### config.mk
export PLATFORM = sky130hd
export DESIGN_NAME = dcu_top
export DESIGN_NICKNAME = d
export VERILOG_FILES = /design/src/rtl/dcu_pkg.sv /design/src/rtl/dcu_lfsr.sv /design/src/rtl/dcu_counter.sv /design/src/rtl/dcu_ctrl.sv /design/src/rtl/dcu_top.sv
export SDC_FILE = /design/constraint.sdc
export NUM_CORES = 1
export LEC_CHECK = 0
export ABC_AREA = 1
export BUFFER_PORTS_ARGS = -buffer_cell sky130_fd_sc_hd__buf_2
export CORE_MARGIN = 1.5
export CORE_UTILIZATION = 45
export CTS_BUF_LIST = sky130_fd_sc_hd__clkbuf_16
export CTS_CLUSTER_DIAMETER = 100
export DETAILED_ROUTE_END_ITERATION = 8
export GPL_TIMING_DRIVEN = 0
export PLACE_DENSITY = 0.75
export SLEW_MARGIN = 0
export SYNTH_ARGS = -nofsm -noshare
export SYNTH_HDL_FRONTEND = slang
export SYNTH_HIERARCHICAL = 1
export SYNTH_SLANG_ARGS = --single-unit
### constraint.sdc
create_clock -name clk_i -period 1.9 [get_ports clk_i]
set_input_delay 0.38 -clock clk_i [delete_from_list [all_inputs] [get_ports clk_i]]
set_output_delay 0.38 -clock clk_i [all_outputs]
set_load 0.01 [all_outputs]
### src/rtl/dcu_pkg.sv
package dcu_pkg;
  typedef enum logic {
    ST_IDLE = 1'b0,
    ST_RUN  = 1'b1
  } dcu_state_e;
endpackage

### src/rtl/dcu_lfsr.sv
module dcu_lfsr #(
  parameter int             W         = 64,
  parameter logic [W-1:0]   TAPS      = 64'hD800_0000_0000_0000,
  parameter logic [W-1:0]   ZERO_SEED = 64'h1
) (
  input  logic         clk_i,
  input  logic         rst_ni,
  input  logic         load_i,
  input  logic         step_i,
  input  logic [W-1:0] seed_i,
  output logic [W-1:0] state_o
);
  logic [W-1:0] st_q;
  logic         fb;

  assign fb = ^(st_q & TAPS);

  always_ff @(posedge clk_i or negedge rst_ni) begin
    if (!rst_ni)     st_q <= ZERO_SEED;
    else if (load_i) st_q <= (seed_i == '0) ? ZERO_SEED : seed_i;
    else if (step_i) st_q <= {st_q[W-2:0], fb};
  end

  assign state_o = st_q;

  assert_never_zero_R3: assert property (@(posedge clk_i) disable iff (!rst_ni)
    st_q != '0);
  assert_step_shift_R4: assert property (@(posedge clk_i) disable iff (!rst_ni)
    (step_i && !load_i) |=> st_q[W-1:1] == $past(st_q[W-2:0]));
endmodule

### src/rtl/dcu_counter.sv
module dcu_counter #(
  parameter int DW = 4
) (
  input  logic          clk_i,
  input  logic          rst_ni,
  input  logic          clr_i,
  input  logic          inc_i,
  input  logic [DW-1:0] limit_i,
  output logic          match_o
);
  logic [DW-1:0] cnt_q;

  always_ff @(posedge clk_i or negedge rst_ni) begin
    if (!rst_ni)     cnt_q <= '0;
    else if (clr_i)  cnt_q <= '0;
    else if (inc_i)  cnt_q <= cnt_q + 1'b1;
  end

  assign match_o = (cnt_q == limit_i);

  assert_count_bound_R5: assert property (@(posedge clk_i) disable iff (!rst_ni)
    (inc_i && !clr_i) |-> cnt_q < limit_i);
endmodule

### src/rtl/dcu_ctrl.sv
module dcu_ctrl
  import dcu_pkg::*;
(
  input  logic clk_i,
  input  logic rst_ni,
  input  logic start_i,
  input  logic match_i,
  output logic load_o,
  output logic step_o,
  output logic fin_o,
  output logic busy_o
);
  dcu_state_e st_q, st_d;

  always_comb begin
    st_d = st_q;
    unique case (st_q)
      ST_IDLE: if (start_i) st_d = ST_RUN;
      ST_RUN:  if (match_i) st_d = ST_IDLE;
      default: st_d = ST_IDLE;
    endcase
  end

  always_ff @(posedge clk_i or negedge rst_ni) begin
    if (!rst_ni) st_q <= ST_IDLE;
    else         st_q <= st_d;
  end

  assign busy_o = (st_q == ST_RUN);
  assign load_o = !busy_o && start_i;
  assign step_o = busy_o && !match_i;
  assign fin_o  = busy_o && match_i;

  assert_one_action_R9: assert property (@(posedge clk_i) disable iff (!rst_ni)
    $onehot0({load_o, step_o, fin_o}));
endmodule

### src/rtl/dcu_top.sv
module dcu_top #(
  parameter int                  KEY_W     = 64,
  parameter int                  DLY_W     = 4,
  parameter logic [KEY_W-1:0]    TAP_MASK  = 64'hD800_0000_0000_0000,
  parameter logic [KEY_W-1:0]    ZERO_SEED = 64'h1
) (
  input  logic             clk_i,
  input  logic             rst_ni,
  input  logic             start_i,
  input  logic [KEY_W-1:0] key_i,
  input  logic [DLY_W-1:0] delay_i,
  output logic [KEY_W-1:0] key_o,
  output logic             done_o
);
  logic [KEY_W-1:0] key_q, lfsr_st, out_q;
  logic [DLY_W-1:0] dly_q;
  logic             load, step, fin, busy, match, done_q;

  dcu_ctrl u_ctrl (
    .clk_i, .rst_ni, .start_i, .match_i(match),
    .load_o(load), .step_o(step), .fin_o(fin), .busy_o(busy)
  );

  dcu_counter #(.DW(DLY_W)) u_cnt (
    .clk_i, .rst_ni, .clr_i(load), .inc_i(step), .limit_i(dly_q), .match_o(match)
  );

  dcu_lfsr #(.W(KEY_W), .TAPS(TAP_MASK), .ZERO_SEED(ZERO_SEED)) u_lfsr (
    .clk_i, .rst_ni, .load_i(load), .step_i(step), .seed_i(key_i), .state_o(lfsr_st)
  );

  // capture on accepted start only
  always_ff @(posedge clk_i or negedge rst_ni) begin
    if (!rst_ni) begin
      key_q <= '0;
      dly_q <= '0;
    end else if (load) begin
      key_q <= key_i;
      dly_q <= delay_i;
    end
  end

  always_ff @(posedge clk_i or negedge rst_ni) begin
    if (!rst_ni) begin
      out_q  <= '0;
      done_q <= 1'b0;
    end else begin
      done_q <= fin;
      if (fin) out_q <= lfsr_st ^ key_q;
    end
  end

  assign key_o  = out_q;
  assign done_o = done_q;

  assert_done_pulse_R8: assert property (@(posedge clk_i) disable iff (!rst_ni)
    done_o |=> !done_o);
  assert_key_hold_R8: assert property (@(posedge clk_i) disable iff (!rst_ni)
    !done_o |-> $stable(key_o));
  assert_busy_start_ignored_R9: assert property (@(posedge clk_i) disable iff (!rst_ni)
    (busy && start_i) |=> ($stable(key_q) && $stable(dly_q)));
  assert_done_after_run_R5: assert property (@(posedge clk_i) disable iff (!rst_ni)
    done_o |-> $past(busy));
endmodule

==> metrics.txt <==
Die X ~150 µm; Skew-Pair Late Insertion Delay 500 ps; relative slew slack 0.6676; min-delay src delay_i[2]; pwr/cell area 1889 mW/mm²; clock buffer count from CTS 22; H-tree Lvls 1; worst endpoint required time ~2300 ps; final WL 24340 µm; placed wire-length estimate 16750 µm; DRT Pass-1 Iters 5; Final Max Tran Viols 0; Main synth FF type dfrtp_1; top cells by count, synth 418 x nand2_1, 201 x dfrtp_1, 144 x inv_1; DIE AREA roughly 0.023 mm²; Final Cell Area between 0.01 and 0.015 mm²; Seq/Total Area, Yosys 0.5065; final hold vios 0; layout net count roughly 1500; Syn Nets about 1300; PortBufs ~140; routed wl met2 about 11000 µm; minimum hold slack 94.80 ps; status finished, final reports clean; Final Setup Violations 0; Core Region roughly 0.022 mm²; Crit. End Element register; share of the synthesized area in the top cell type 0.5039; R2R setup slack 90 ps; critical path class reg -> reg; first-pass GRT wire length roughly 40000 µm; Avg WL per Cell 14.55 µm; Sink Count 202; die height around 150 µm; hold crit path type in -> reg; Synth area leader dfrtp_1; gr usage total 0.2120; Area after DPL between 0.01 and 0.015 mm²; maxcap violations 0; Min Clock Period, post-route between 1500 and 2000 ps; GRT overflow 0; I/O pins 136; initial antenna violation count 0; max incr delay on CP ~440 ps; cells along the critical path xnor2_1 -> nand2_1 -> nor2_1 -> inv_1 -> nand2_2 -> inv_4 -> nor2_4 -> inv_2 -> buf_6 -> buf_6 -> nor2_2 -> a21oi_2; CTS tree built; syn avg cell area between 8 and 9 µm²; Final Cycle Share 0.9504; DRC violations left 0; row count 54; largest fanout on the critical path 10; synth top area cells dfrtp_1 50%, nand2_1 16%, inv_1 5.4%, o21ai_2 5.4%, a21oi_2 4.4%; yosys warns 6; Post-Route M1 WL 11160 µm; share of cells above drive strength 1 0.2620; Starting Density 0.4574; Cell Area, Synth between 0.009 and 0.01 mm²; Syn Inst Count 1213; Hold EP dly_q[2]; Worst setup SP type register; Arr. time, crit path about 2200 ps; Slowest-stage cell, CP dfrtp_2; via count ~8000; largest net degree at the start of global routing approximately 80; most common cell in the netlist nand2_1; post-route ant nets 0; Placer Congestion between 0.8 and 0.9; Highest Signal Layer met4; routed vias/inst 4.920; hold path depth 3; highest ir drop seen on vdd about 0.81 mV; CTS clk-pin slew, worst paths around 60 ps; root buf cell clkbuf_16; Ant. Diodes 0; Post-Route Skew 6.973 ps; Seq cells post-synth ~200; Max Root-Sink Buffers 3; Leak between 6 and 7 nW; Total Power between 20 and 25 mW; vias in the first global route about 8100; met3 WL between 1000 and 1500 µm; Critical R2R Capture u_lfsr/state_o[52]; CP dominant cell by count buf_6; fmax roughly 550 MHz; 1st-iter DRT viols around 480; async set-reset flop share out of synthesis 1.000; reg2reg start u_cnt/cnt_q[1]; Layout area overhead 18.40%; Worst Reg2Reg Path Length in Cells 12; Least-Margin Pin Slew approximately 500 ps; Post-synth EDFFs 0; synth unique cells 25
worst max path at each step:
| stage | from | endpoint | slack (ps) | depth (start not counted) |
|---|---|---|---|---|
| 2_1_floorplan | u_cnt/cnt_q[2] | u_lfsr/state_o[48] | 240 | 12 |
| 3_3_place_gp | rst_ni | key_o[25] | -3020 | 1 |
| 3_5_place_dp | u_cnt/cnt_q[1] | u_lfsr/state_o[53] | -70 | 12 |
| 4_1_cts | u_cnt/cnt_q[1] | u_lfsr/state_o[6] | -6 | 10 |
| 5_1_grt | u_cnt/cnt_q[2] | u_lfsr/state_o[51] | -20 | 12 |
| 6_report | u_cnt/cnt_q[1] | u_lfsr/state_o[52] | 90 | 12 |
cells by family after synthesis:
family / share of synthesized area
AO/OA/AOI/OAI: 0.1420
XOR/XNOR: 0.004387
adder cells (fa/ha/maj): 0.001253
AND/OR/NAND/NOR: 0.2429
buffers and inverters: 0.1029
flip-flops: 0.5065
layout by cell type, fill, tap and decap left out, types with 2 or more instances in the layout:
master,n
a21oi_1,12
a21oi_2,50
a22oi_1,4
buf_12,6
buf_16,2
buf_2,154
buf_4,11
buf_6,13
buf_8,3
bufinv_16,2
clkbuf_16,23
clkbuf_2,5
clkinv_1,2
clkinv_2,3
dfrtp_1,200
inv_1,152
inv_2,2
inv_4,3
nand2_1,417
nand2_2,12
nand3_1,67
nor2_1,96
nor2_2,11
nor2_4,2
o21ai_0,34
o21ai_1,37
o21ai_2,61
xnor2_1,5
sequential cells by signal, summed over array words and instances, names as in the netlist:
signal / count
u_cnt/cnt_q: 4
key_o: 64
dly_q: 4
done_o: 1
u_ctrl/busy_o: 1
key_q: 64
u_lfsr/state_o: 64
cell type report:
class,instances,area (µm²)
Fill cell,2053,10000
Sequential cell,202,5057
Multi-Input combinational cell,809,3901
Timing Repair Buffer,141,773.2
Clock buffer,23,575.6
Inverter,148,563.0
Buffer,54,481.7
Tap cell,280,350.3
Clock inverter,16,116.4
report_power, final:
group,leakage [nW],total (mW),switching (mW),internal (mW)
registers,2.42,8.26,1.68,6.58
logic,3.25,9.91,5.93,3.98
clock network,0.375,4.15,1.71,2.44
total,6.04,22.3,9.32,13.0
routing by layer:
| metal | GRT usage | vias to the layer above |
|---|---|---|
| li1 | - | 4098 |
| met1 | 0.2934 | 3903 |
| met2 | 0.3445 | 192 |
| met3 | 0.02795 | 38 |
| met4 | 0.07120 | 0 |
| met5 | 0 | - |
worst max-delay path, delay by kind of cell (launching register included):
family	cells	cell delay (ps)
compound gates	1	40
xor+xnor	1	160
buf+inv	5	560
flops	1	440
simple gates	5	510
through the flow:
| step | instances | TNS, ps | setup slack, ps | util |
|---|---|---|---|---|
| floorplan | 1213 | 0 | 241.6 | - |
| global placement | 1628 | -606350 | -3020 | 0.5044 |
| detailed placement | 1630 | -1710 | -66.29 | 0.5074 |
| CTS | 1671 | -9.633 | -6.141 | 0.5405 |
| global route | 1673 | -21.46 | -16.26 | 0.5416 |
| finish | 1673 | 0 | 94.25 | 0.5416 |
what timing repair did:
item,in CTS,in global routing
hold buffers,1,0
pin swaps,1,1
endpoints found under the setup margin,50,60
endpoints found under the hold margin,62,0
buffers inserted,1,2
gates resized for setup,5,5
Note: power is estimated with default switching activity, not from simulation.
